==> config.mk <==
export PLATFORM = sky130hd
export DESIGN_NAME = bank_regfile
export DESIGN_NICKNAME = d
export VERILOG_FILES = /design/src/rtl/bank_rf_pkg.sv /design/src/rtl/bank_ptr.sv /design/src/rtl/bank_power.sv /design/src/rtl/bank_store.sv /design/src/rtl/bank_regfile.sv
export SDC_FILE = /design/constraint.sdc
export NUM_CORES = 1
export LEC_CHECK = 0
export BUFFER_PORTS_ARGS = -buffer_cell sky130_fd_sc_hd__clkbuf_2
export CAP_MARGIN = 5
export CORE_ASPECT_RATIO = 1.25
export CORE_UTILIZATION = 23
export DETAILED_ROUTE_END_ITERATION = 8
export HOLD_SLACK_MARGIN = 0.15
export RECOVER_POWER = 100
export SYNTH_ARGS = -nofsm -noshare
export SYNTH_HDL_FRONTEND = slang
export SYNTH_HIERARCHICAL = 1
export SYNTH_SLANG_ARGS = --single-unit
==> constraint.sdc <==
create_clock -name clk -period 3.8 [get_ports clk]
set_input_delay 0 -clock clk [delete_from_list [all_inputs] [get_ports clk]]
set_output_delay 0 -clock clk [all_outputs]
set_load 0.1 [all_outputs]
==> src/rtl/bank_rf_pkg.sv <==
package bank_rf_pkg;

  // Width of an index into n things, never less than one bit.
  function automatic int idx_w(input int n);
    return (n > 1) ? $clog2(n) : 1;
  endfunction

endpackage

==> src/rtl/bank_ptr.sv <==
module bank_ptr #(
  parameter int NUM_BANKS = 4,
  localparam int BANK_W = bank_rf_pkg::idx_w(NUM_BANKS)
) (
  input  logic              clk,
  input  logic              rst,
  input  logic              sel_valid,
  input  logic [BANK_W-1:0] sel_bank,
  output logic [BANK_W-1:0] cur_bank
);

  always_ff @(posedge clk) begin
    if (rst)            cur_bank <= '0;
    else if (sel_valid) cur_bank <= sel_bank;
  end

  // a command loads the requested bank
  p_ptr_load_r3: assert property (@(posedge clk) disable iff (rst)
    sel_valid |=> (cur_bank == $past(sel_bank)));

  // without a command the pointer holds
  p_ptr_hold_r3: assert property (@(posedge clk) disable iff (rst)
    !sel_valid |=> $stable(cur_bank));

endmodule

==> src/rtl/bank_power.sv <==
module bank_power #(
  parameter int NUM_BANKS = 4
) (
  input  logic                 clk,
  input  logic                 rst,
  input  logic [NUM_BANKS-1:0] in_use,
  output logic [NUM_BANKS-1:0] pwr_en
);

  for (genvar b = 0; b < NUM_BANKS; b++) begin : g_bank
    localparam logic RST_ON = (b == 0);

    always_ff @(posedge clk) begin
      if (rst) pwr_en[b] <= RST_ON;
      else     pwr_en[b] <= in_use[b];
    end

    // the enable follows the mask one edge later
    p_pwr_follow_r6: assert property (@(posedge clk) disable iff (rst)
      pwr_en[b] == $past(in_use[b]) || $past(rst));
  end

endmodule

==> src/rtl/bank_store.sv <==
module bank_store #(
  parameter int REGS   = 8,
  parameter int DATA_W = 16,
  localparam int ADDR_W = bank_rf_pkg::idx_w(REGS)
) (
  input  logic              clk,
  input  logic              rst,
  input  logic              pwr_en,
  input  logic              we,
  input  logic [ADDR_W-1:0] waddr,
  input  logic [DATA_W-1:0] wdata,
  input  logic [ADDR_W-1:0] raddr0,
  output logic [DATA_W-1:0] rdata0,
  input  logic [ADDR_W-1:0] raddr1,
  output logic [DATA_W-1:0] rdata1
);

  logic [DATA_W-1:0] mem [REGS];
  logic [REGS-1:0]   vld;

  // Storage with no reset so it maps onto distributed RAM.
  always_ff @(posedge clk) begin
    if (we) mem[waddr] <= wdata;
  end

  // Per-register valid bits model the loss of contents when gated.
  always_ff @(posedge clk) begin
    if (rst || !pwr_en) vld <= '0;
    else if (we)        vld[waddr] <= 1'b1;
  end

  assign rdata0 = (pwr_en && vld[raddr0]) ? mem[raddr0] : '0;
  assign rdata1 = (pwr_en && vld[raddr1]) ? mem[raddr1] : '0;

  // writes never reach a gated bank
  p_no_gated_write_r7: assert property (@(posedge clk) disable iff (rst)
    we |-> pwr_en);

  // after a gated edge nothing old can be read back
  p_gated_clears_r8: assert property (@(posedge clk) disable iff (rst)
    !pwr_en |=> (rdata0 == '0 && rdata1 == '0));

endmodule

==> src/rtl/bank_regfile.sv <==
module bank_regfile #(
  parameter int NUM_BANKS = 4,
  parameter int REGS      = 8,
  parameter int DATA_W    = 16,
  localparam int BANK_W = bank_rf_pkg::idx_w(NUM_BANKS),
  localparam int ADDR_W = bank_rf_pkg::idx_w(REGS)
) (
  input  logic                 clk,
  input  logic                 rst,
  input  logic                 sel_valid,
  input  logic [BANK_W-1:0]    sel_bank,
  input  logic [NUM_BANKS-1:0] bank_in_use,
  input  logic                 wr_en,
  input  logic [ADDR_W-1:0]    wr_addr,
  input  logic [DATA_W-1:0]    wr_data,
  input  logic [ADDR_W-1:0]    rd0_addr,
  output logic [DATA_W-1:0]    rd0_data,
  input  logic [ADDR_W-1:0]    rd1_addr,
  output logic [DATA_W-1:0]    rd1_data,
  output logic [NUM_BANKS-1:0] bank_pwr_en,
  output logic                 wr_drop_err
);

  logic [BANK_W-1:0]    cur_bank;
  logic [NUM_BANKS-1:0] bank_we;
  logic [DATA_W-1:0]    rdat0 [NUM_BANKS];
  logic [DATA_W-1:0]    rdat1 [NUM_BANKS];
  logic                 tgt_on;

  bank_ptr #(.NUM_BANKS(NUM_BANKS)) u_ptr (
    .clk(clk), .rst(rst), .sel_valid(sel_valid),
    .sel_bank(sel_bank), .cur_bank(cur_bank)
  );

  bank_power #(.NUM_BANKS(NUM_BANKS)) u_pwr (
    .clk(clk), .rst(rst), .in_use(bank_in_use), .pwr_en(bank_pwr_en)
  );

  assign tgt_on = bank_pwr_en[cur_bank];

  for (genvar b = 0; b < NUM_BANKS; b++) begin : g_bank
    assign bank_we[b] = wr_en && (cur_bank == BANK_W'(b)) && bank_pwr_en[b];

    bank_store #(.REGS(REGS), .DATA_W(DATA_W)) u_store (
      .clk(clk), .rst(rst), .pwr_en(bank_pwr_en[b]), .we(bank_we[b]),
      .waddr(wr_addr), .wdata(wr_data),
      .raddr0(rd0_addr), .rdata0(rdat0[b]),
      .raddr1(rd1_addr), .rdata1(rdat1[b])
    );
  end

  assign rd0_data = rdat0[cur_bank];
  assign rd1_data = rdat1[cur_bank];

  always_ff @(posedge clk) begin
    if (rst) wr_drop_err <= 1'b0;
    else     wr_drop_err <= wr_en && !tgt_on;
  end

  // at most one bank takes a write per cycle
  p_one_bank_r9: assert property (@(posedge clk) disable iff (rst)
    $onehot0(bank_we));

  // a dropped write raises the flag next cycle
  p_err_raise_r7: assert property (@(posedge clk) disable iff (rst)
    (wr_en && !bank_pwr_en[cur_bank]) |=> wr_drop_err);

  // the flag only follows a write
  p_err_cause_r7: assert property (@(posedge clk) disable iff (rst)
    wr_drop_err |-> $past(wr_en));

  // an unpowered selected bank reads as zero
  p_off_reads_zero_r10: assert property (@(posedge clk) disable iff (rst)
    !bank_pwr_en[cur_bank] |-> (rd0_data == '0 && rd1_data == '0));

endmodule

==> flow_summary.yaml, run 1 <==
status:
  status: "finished with violations"
  violations: "capacitance limit, slew limit"
synth:
  yosys.area.top_type: "edfxtp_1"
  synth_edf_count: 512
  postSynthAreaPerCell_um2: 19.6
  ys_seq_elements: 551
  ys_seq_area_share_pct: 60.2
  synth_common_cells: "edfxtp_1, mux4_2, mux2i_1"
  synth_ff_type: "edfxtp_1"
  synth.area.top_cells: "edfxtp_1, mux4_2, mux2i_1, dfxtp_1, nor3_1"
  syn_nets: 1407
  netlist_area_um2: 26800
  synth_warnings: 6
  synth_cell_types: 27
  synth.most_common_cell: "edfxtp_1"
  synth_top_area_share_pct: 57.3
  async_flop_share_pct: 0
  netlist_instances: 1372
floorplanning:
  ios: 72
  initial_utilization_pct: 23.3
  core_area_um2: 115000
  die_x_um: 307
  die-area_um2: 118000
  row_count: 139
  die_y_um: 384
hold_path:
  holdPathStages: 3
  min-delay-start: "wr_addr[0]"
  min_path_type: "in2reg"
  worstHoldEndpoint: "g_bank[0].u_store/mem[7][15]"
routing:
  drt_iter0_markers: 1630
  first_pass_iters: 5
  wl_per_cell_um: 26.5
  wl_um: 81700
  viasPerCell: 4.88
  drc: 0
  dr_total_vias: 15100
  final_antenna_net_count: 0
final_layout:
  nNetsFinal: 1525
  synthToLayoutAreaGrowth_pct: 15.2
  final_util_pct: 26.8
  drive_above_1_share_pct: 33.2
  stdcell_count: 3086
  fillers: 11500
cts:
  post_cts_buffers: 0
  cts_tree: "done"
  path_clk_slew_ns: 0.06
  numClockSinks: 551
  root_buffer: "clkbuf_16"
  clk_path_buf_depth: 3
  cts_buffers: 56
  clk_latency_ns: 0.63
  cts_htree_levels: 2
placed_design:
  place_hpwl_um: 54200
  portBuffers: 71
  placed_cells: 2959
  gp_congestion: 0.887
  place_ws_ns: 0.849
power:
  combPwrFrac_pct: 10.1
  p_per_area_nw_per_um2: 434
  p_sw_uw: 3240
  p_leak_uw: 0.00953
  p_seq_share_pct: 49.9
  p_int_uw: 10200
  vdd_drop_max_mv: 0.243
  pwr-share-clk_pct: 40.0
  swShare_pct: 24.2
grt:
  grt_pass1_wl_um: 116000
  first_global_vias: 15500
  grt_overflow: 0
  track_usage_pct: 13.7
  grt_max_degree: 60
  grt_antenna_before_repair: 9
sta:
  fin_skew_ns: 0.0208
  fin_crit_ns: 3.48
  finalSetupViolations: 0
  rsz0062_at_grt: "no"
  worstMarginPinSlew_ns: 1.91
  slew_viol_final: 565
  hold_viol: 0
  fin_ws_ns: 0.323
  setup_tns_ns: 0
  fmax_mhz: 288
  relSlewSlack_pct: -27.2
  post-route-period-util_pct: 91.5
worst_setup_path:
  ff2ff_path_depth: 3
  r2r_end: "g_bank[1].u_store/mem[2][3]"
  r2r_slack_ns: 0.40
  end_kind: "output pin"
  crit_path_start_kind: "register"
  critPathLaunch: "u_pwr/pwr_en[0]"
  critPathMaxStageDelay_ns: 0.79
  path_cells: "o31ai_4 > nor3_1 > mux4_2 > clkbuf_2"
  reg2reg_from: "u_ptr/cur_bank[0]"
  path_class: "reg2out"
  required_ns: 3.80
  critPathArrivalTime_ns: 3.48
  cp_max_fo: 16
  cp_slowest_cell: "dfxtp_1"
run:
  cap_violations: 19
-- logic make-up (layout without fill, tap and decap cells) --
kind of cell	count (synthesis)	count (layout)	share of synthesized area (%)
DFF	551	551	60.2
muxes	443	443	30.5
and+or+nand+nor	239	239	4.81
buffers and inverters	115	277	2.99
AOI/OAI and AO/OA	24	24	1.53
other	0	1	0
-- stage by stage --
step | total power [µW] | hold WS [ns] | area [µm²]
6_report | 13400 | 0.109 | 30900
2_1_floorplan | 7710 | 0.0695 | 26800
5_1_grt | 13800 | 0.138 | 30900
3_5_place_dp | 8180 | 0.216 | 29300
4_1_cts | 13500 | 0.151 | 31300
3_3_place_gp | 8160 | 0.210 | 29300
-- metal layers --
layer | routed length, µm | GRT usage, % | up-vias
met5 | 30 | 0 | -
met4 | 2330 | 3.81 | 6
met2 | 40300 | 23.0 | 667
met1 | 32700 | 18.0 | 8142
met3 | 6350 | 2.35 | 131
li1 | - | - | 6105
-- repair_timing --
action                                 CTS  global route
setup endpoints to repair                0             0
hold buffers                            24             0
endpoints found under the hold margin   27             0
gates resized for setup                  0             0
-- cells in the final DEF (no fill, tap or decap), types with 2 or more instances in the layout --
cell type and instances:
and4b_1 10, buf_12 9, buf_4 30, buf_6 2
buf_8 2, bufinv_16 3, clkbuf_1 70, clkbuf_16 57
clkbuf_2 44, clkbuf_8 4, clkinv_1 8, clkinv_2 9
clkinvlp_4 2, dfxtp_1 39, dlygate4sd3_1 24, edfxtp_1 512
inv_1 7, inv_6 4, mux2_2 16, mux2i_1 130
mux4_2 297, nand2_1 8, nand2b_1 12, nor2_1 53
nor2b_1 3, nor3_1 128, nor3b_1 5, nor4b_1 4
nor4bb_1 10, nor4bb_2 3, o21ba_2 8, o22ai_4 8
o31ai_4 8
-- state kept, by name, indices dropped and copies added, names as in the netlist --
name	count
wr_drop_err	1
g_bank.u_store/vld	32
u_ptr/cur_bank	2
u_pwr/pwr_en	4
g_bank.u_store/mem	512
-- worst max-delay path, delay by kind of cell, from the launching register on --
family                 cells  cell delay, ns
and+or+nand+nor            1            0.76
DFF                        1            0.79
buffers and inverters      1            0.48
muxes                      1            0.45
AOI/OAI and AO/OA          1            0.36
-- how the worst max path moves through the flow --
stage	slack (ns)	end	cells after the start
floorplan	-0.10	g_bank[0].u_store/mem[1][0]	2
global placement	0.85	rd0_data[5]	7
detailed placement	0.85	rd0_data[2]	8
CTS	0.32	rd0_data[2]	4
global route	0.19	rd1_data[7]	3
finish	0.32	rd0_data[2]	4
-- layout make-up --
cell class	instances	area, µm²	area share [%]
clock inverter	26	215	0.696
inverter	8	30.0	0.0972
sequential	551	16200	52.3
tap	1551	1940	6.28
multi-input combinational	706	9890	32.0
timing repair buffer	167	1130	3.66
clock buffer	76	1540	4.98
antenna	1	2.50	0.00810
-- power groups by stage --
stage / sequential, µW / clock (µW) / combinational (µW)
floorplan: 6820 / 0 / 895
global placement: 6810 / 0 / 1350
detailed placement: 6820 / 0 / 1360
CTS: 6690 / 5470 / 1380
global route: 6690 / 5680 / 1410
finish: 6690 / 5360 / 1360
(Power assumes the default switching activity.)
==> inputs of run 2 (changes only) <==
==> constraint.sdc (replaced) <==
create_clock -name clk -period 2.8 [get_ports clk]
set_input_delay 0 -clock clk [delete_from_list [all_inputs] [get_ports clk]]
set_output_delay 0 -clock clk [all_outputs]
set_load 0.1 [all_outputs]
==> run 2 against run 1 <==
The run ends with capacitance limit, slew limit, setup timing left. Power is 38% higher. Cell area is 5.3% higher. Critical endpoint is now rd0_data[0]. Hold slack better by 0.024 ns.
==> flow_summary.yaml, run 2 (synthesis gave the netlist of run 1 again) <==
floorplanning:
  die-area_um2: 118000
  row_count: 139
  die_y_um: 384
  ios: 72
  initial_utilization_pct: 23.3
  core_area_um2: 115000
  die_x_um: 307
cts:
  root_buffer: "clkbuf_16"
  clk_path_buf_depth: 3
  cts_htree_levels: 2
  path_clk_slew_ns: 0.07
  cts_tree: "done"
  numClockSinks: 551
  clk_latency_ns: 0.59
  cts_buffers: 49
routing:
  viasPerCell: 4.80
  drc: 0
  dr_total_vias: 15300
  final_antenna_net_count: 0
  wl_um: 81200
  wl_per_cell_um: 25.5
  first_pass_iters: 5
  drt_iter0_markers: 1392
worst_setup_path:
  crit_path_start_kind: "register"
  end_kind: "output pin"
  required_ns: 2.80
  critPathLaunch: "u_pwr/pwr_en[1]"
  reg2reg_from: "u_pwr/pwr_en[0]"
  cp_max_fo: 16
  critPathArrivalTime_ns: 2.81
  path_class: "reg2out"
sta:
  fin_ws_ns: -0.00639
  slew_viol_final: 394
  relSlewSlack_pct: -26.1
  setup_tns_ns: -0.00639
  finalSetupViolations: 1
  hold_viol: 0
  rsz0062_at_grt: "yes"
  fin_skew_ns: 0.0187
  fin_crit_ns: 2.81
  fmax_mhz: 356
  post-route-period-util_pct: 100
  worstMarginPinSlew_ns: 1.89
placed_design:
  place_hpwl_um: 54700
  gp_congestion: 0.831
  portBuffers: 71
  place_ws_ns: 0.0115
  placed_area_um2: 30600
status:
  violations: "capacitance limit, slew limit, setup timing"
  status: "finished with violations"
grt:
  grt_antenna_before_repair: 2
  first_global_vias: 16000
  grt_max_degree: 59
  track_usage_pct: 13.6
  grt_overflow: 0
  grt_pass1_wl_um: 116000
final_layout:
  final_common_cell: "edfxtp_1"
  final_cell_mix: "edfxtp_1, mux4_2, mux2i_1, nor3_1, buf_4"
  ff_latch_area_um2: 16200
  multiInputGateArea_um2: 10000
  nNetsFinal: 1620
  reg_top3: "g_bank.u_store/mem: 512 flops, g_bank.u_store/vld: 32 flops, u_pwr/pwr_en: 4 flops"
  fillers: 11400
  regMostFlops: "g_bank.u_store/mem"
  drive_above_1_share_pct: 40.7
  synthToLayoutAreaGrowth_pct: 21.2
  final_area_um2: 32500
  largest_reg_flops: 512
power:
  p_per_area_nw_per_um2: 568
  vdd_drop_max_mv: 0.476
  power_uw: 18500
  p_leak_uw: 0.0103
hold_path:
  min_path_type: "in2reg"
  min-delay-start: "wr_addr[0]"
run:
  cap_violations: 13
[run 2: cell count changes in the layout (fill, tap and decap cells not counted), sizes merged]
| cell | change |
|---|---|
| dlygate4sd3 | +2 |
| diode | +1 |
| clkinvlp | +2 |
| clkbuf | -42 |
| bufinv | +5 |
| inv | -3 |
| buf | +129 |
| clkinv | -1 |
[run 2: critical path, cell delays in order (launching register included)]
cell     delay (ns)
dfxtp_1        0.59
o31ai_4        0.12
buf_4          0.22
nor3_1         0.56
mux4_2         0.52
buf_12         0.21
[run 2: through the flow]
step | hold slack [ns] | utilization [%] | std cells
after floorplan | 0.0695 | - | 1372
after global placement | 0.180 | 26.5 | 3037
after detailed placement | 0.186 | 26.5 | 3037
after CTS | 0.156 | 28.5 | 3169
after global routing | 0.142 | 28.2 | 3177
final | 0.133 | 28.2 | 3179
[run 2: what timing repair did]
item / in CTS / in global routing
buffers inserted: 14 / 8
cloned: 0 / 2
endpoints found under the hold margin: 171 / 0
resized for setup: 17 / 24
pin swaps: 8 / 5
endpoints found under the setup margin: 31 / 21
hold buffers: 26 / 0
[run 2: power by group]
group / leakage, µW / internal [µW] / switching (µW) / total, µW
Sequential: 0.00493 / 9040 / 32.4 / 9070
Clock: 0.000837 / 4200 / 3030 / 7230
Combinational: 0.00456 / 902 / 1280 / 2180
Total: 0.0103 / 14100 / 4340 / 18500
[run 2: area by class of cell]
class / count / share of cell area (%)
clock inverters: 29 / 1.08
clock buffers: 63 / 4.22
diodes: 2 / 0.0154
well taps: 1551 / 5.97
repair buffers: 269 / 8.20
multi-input cells: 706 / 30.7
inverters: 8 / 0.0923
flip-flops and latches: 551 / 49.7
[run 2: per-layer routing]
| metal | global-route usage [%] | up-vias | part of all wire (%) |
|---|---|---|---|
| li1 | - | 6304 | - |
| met1 | 16.3 | 8217 | 38 |
| met2 | 23.6 | 603 | 50 |
| met3 | 2.57 | 135 | 7.0 |
| met4 | 6.06 | 0 | 4.7 |
| met5 | 0 | - | 0 |
[run 2: path summary, 6_finish.rpt]
check / to / slack (ns) / cells after the start
worst min register to register: g_bank[2].u_store/vld[1] / 0.48 / 2
worst max register to register: g_bank[0].u_store/mem[0][11] / 0.13 / 4
worst max-delay path: rd0_data[0] / -0.006 / 5
worst min-delay path: g_bank[3].u_store/vld[4] / 0.13 / 4
==> inputs of run 3 (changes only) <==
--- a/config.mk
+++ b/config.mk
@@ -12,6 +12,7 @@
 export DETAILED_ROUTE_END_ITERATION = 8
 export HOLD_SLACK_MARGIN = 0.15
 export RECOVER_POWER = 100
+export SETUP_SLACK_MARGIN = 0.15
 export SYNTH_ARGS = -nofsm -noshare
 export SYNTH_HDL_FRONTEND = slang
 export SYNTH_HIERARCHICAL = 1
==> run 3 against run 2 <==
Critical path type is now reg2reg. Wire length rose by 2.3%. The flow still finishes with violations (capacitance limit, slew limit, setup timing). Highest routed layer is now met5. Utilization is 0.098 points higher. Sequential power about the same. Non-clock buffer count shrank 20. Die area did not move. Setup slack lost 0.046 ns. Critical path depth did not move.
==> flow_summary.yaml, run 3 (synthesis gave the netlist of run 1 again) <==
status:
  status: "finished with violations"
  violations: "capacitance limit, slew limit, setup timing"
worst_setup_path:
  crit_family: "flip-flops"
  critPathMaxStageDelay_ns: 0.85
  path_class: "reg2reg"
  cp_slowest_cell: "dfxtp_1"
  crit_buf_inv: 2
  end_kind: "register"
  cp_max_fo: 17
  crit_path_start_kind: "register"
  path_cells: "nor4bb_1 > clkbuf_2 > nand2_1 > nor2_2 > clkbuf_2"
  required_ns: 3.02
  cpMostUsedCell: "clkbuf_2"
  critPathArrivalTime_ns: 3.07
final_layout:
  stdcell_count: 3160
  final_area_um2: 32600
  synthToLayoutAreaGrowth_pct: 21.7
  drive_above_1_share_pct: 41.8
  final_common_cell: "edfxtp_1"
  nNetsFinal: 1602
  largest_reg_flops: 512
  reg_top3: "g_bank.u_store/mem: 512 flops, g_bank.u_store/vld: 32 flops, u_pwr/pwr_en: 4 flops"
  regMostFlops: "g_bank.u_store/mem"
  final_cell_mix: "edfxtp_1, mux4_2, mux2i_1, nor3_1, buf_4"
  fillers: 11300
grt:
  use_met3_pct: 2.70
  first_global_vias: 16100
  met1_usage_pct: 16.8
  grt_pass1_wl_um: 119000
  track_usage_pct: 14.0
  grt_max_degree: 51
  top_usage_layer: "met2"
  met2_usage_pct: 24.9
  grt_antenna_before_repair: 3
  grt_overflow: 0
power:
  p_seq_share_pct: 48.9
  combPwrFrac_pct: 11.7
  vdd_drop_max_mv: 0.538
  p_leak_uw: 0.0103
  p_per_area_nw_per_um2: 568
  pwr-share-clk_pct: 39.4
  p_sw_uw: 4450
  swShare_pct: 24.0
  p_int_uw: 14100
  power_uw: 18500
sta:
  finalSetupViolations: 107
  fin_crit_ns: 2.85
  fin_ws_ns: -0.0522
  post-route-period-util_pct: 102
  rsz0062_at_grt: "yes"
  hold_viol: 0
  worstMarginPinSlew_ns: 1.91
  fin_skew_ns: 0.0143
  relSlewSlack_pct: -27.2
  fmax_mhz: 351
  slew_viol_final: 363
routing:
  first_pass_iters: 5
  wl_per_cell_um: 26.3
  viasPerCell: 4.84
  wl_um: 83100
  final_antenna_net_count: 0
  dr_total_vias: 15300
  drc: 0
  drt_iter0_markers: 1282
hold_path:
  min_path_type: "in2reg"
placed_design:
  place_hpwl_um: 56300
  portBuffers: 71
  placed_cells: 3018
  place_ws_ns: 0.268
  placed_area_um2: 30400
  gp_congestion: 0.871
floorplanning:
  die_y_um: 384
  die_x_um: 307
  row_count: 139
  ios: 72
  core_area_um2: 115000
  die-area_um2: 118000
  initial_utilization_pct: 23.3
run:
  cap_violations: 11
cts:
  cts_tree: "done"
  clk_path_buf_depth: 3
  cts_buffers: 51
  path_clk_slew_ns: 0.06
  root_buffer: "clkbuf_16"
  cts_htree_levels: 2
  clk_latency_ns: 0.60
  numClockSinks: 551
[run 3: cell types whose count changed in the layout (fill, tap and decap cells not counted), sizes merged]
cell,previous run,this run
diode,2,1
buf,172,150
clkinv,16,18
dlygate4sd3,26,28
[run 3: layout make-up]
| type | count | area (µm²) | share of cell area (%) |
|---|---|---|---|
| sequential | 551 | 16200 | 49.5 |
| multi-input combinational | 706 | 10300 | 31.4 |
| timing repair buffer | 249 | 2520 | 7.71 |
| tap | 1551 | 1940 | 5.95 |
| clock buffer | 63 | 1350 | 4.14 |
| clock inverter | 31 | 377 | 1.15 |
| inverter | 8 | 30.0 | 0.0920 |
| antenna | 1 | 2.50 | 0.00767 |
[run 3: per-stage QoR]
stage,utilization (%),hold slack [ns],TNS [ns]
2_1_floorplan,-,0.0642,0
3_3_place_gp,26.4,0.183,0
3_5_place_dp,26.4,0.189,0
4_1_cts,28.6,0.167,-0.503
5_1_grt,28.3,0.130,-1.93
6_report,28.3,0.115,-2.65
[run 3: worst min-delay path, stage by stage]
cell and delay [ns]:
clkbuf_2 0.24, nand2_1 0.17, nor3b_1 0.10
[run 3: timing repair]
item	4_1_cts	5_1_grt
cloned	2	0
endpoints found under the setup margin	32	32
hold endpoints to repair	273	0
buffers inserted	15	2
pin swaps	9	19
resized for setup	71	29
hold buffers	28	0
[run 3: power groups by stage]
stage          combinational (µW)  sequential (µW)  clock [µW]
6_report                     2170             9070        7300
5_1_grt                      2260             9070        7650
4_1_cts                      2200             9060        7410
3_5_place_dp                 2060             9240           0
3_3_place_gp                 2040             9240           0
2_1_floorplan                1220             9250           0
[run 3: final timing paths]
| path | depth (start not counted) | from | slack, ns | to |
|---|---|---|---|---|
| worst max-delay path | 5 | u_pwr/pwr_en[0] | -0.05 | g_bank[0].u_store/mem[7][15] |
| worst max register to register | 5 | u_pwr/pwr_en[0] | -0.05 | g_bank[0].u_store/mem[7][15] |
| worst min-delay path | 3 | wr_addr[1] | 0.11 | g_bank[3].u_store/mem[3][15] |
| worst min register to register | 2 | g_bank[2].u_store/vld[5] | 0.48 | g_bank[2].u_store/vld[5] |
[run 3: routing by layer]
metal	vias up	part of all wire, %	routed length [µm]
li1	6272	-	-
met1	8241	37	30800
met2	648	52	43000
met3	123	7.9	6570
met4	6	3.3	2730
met5	-	0.045	37
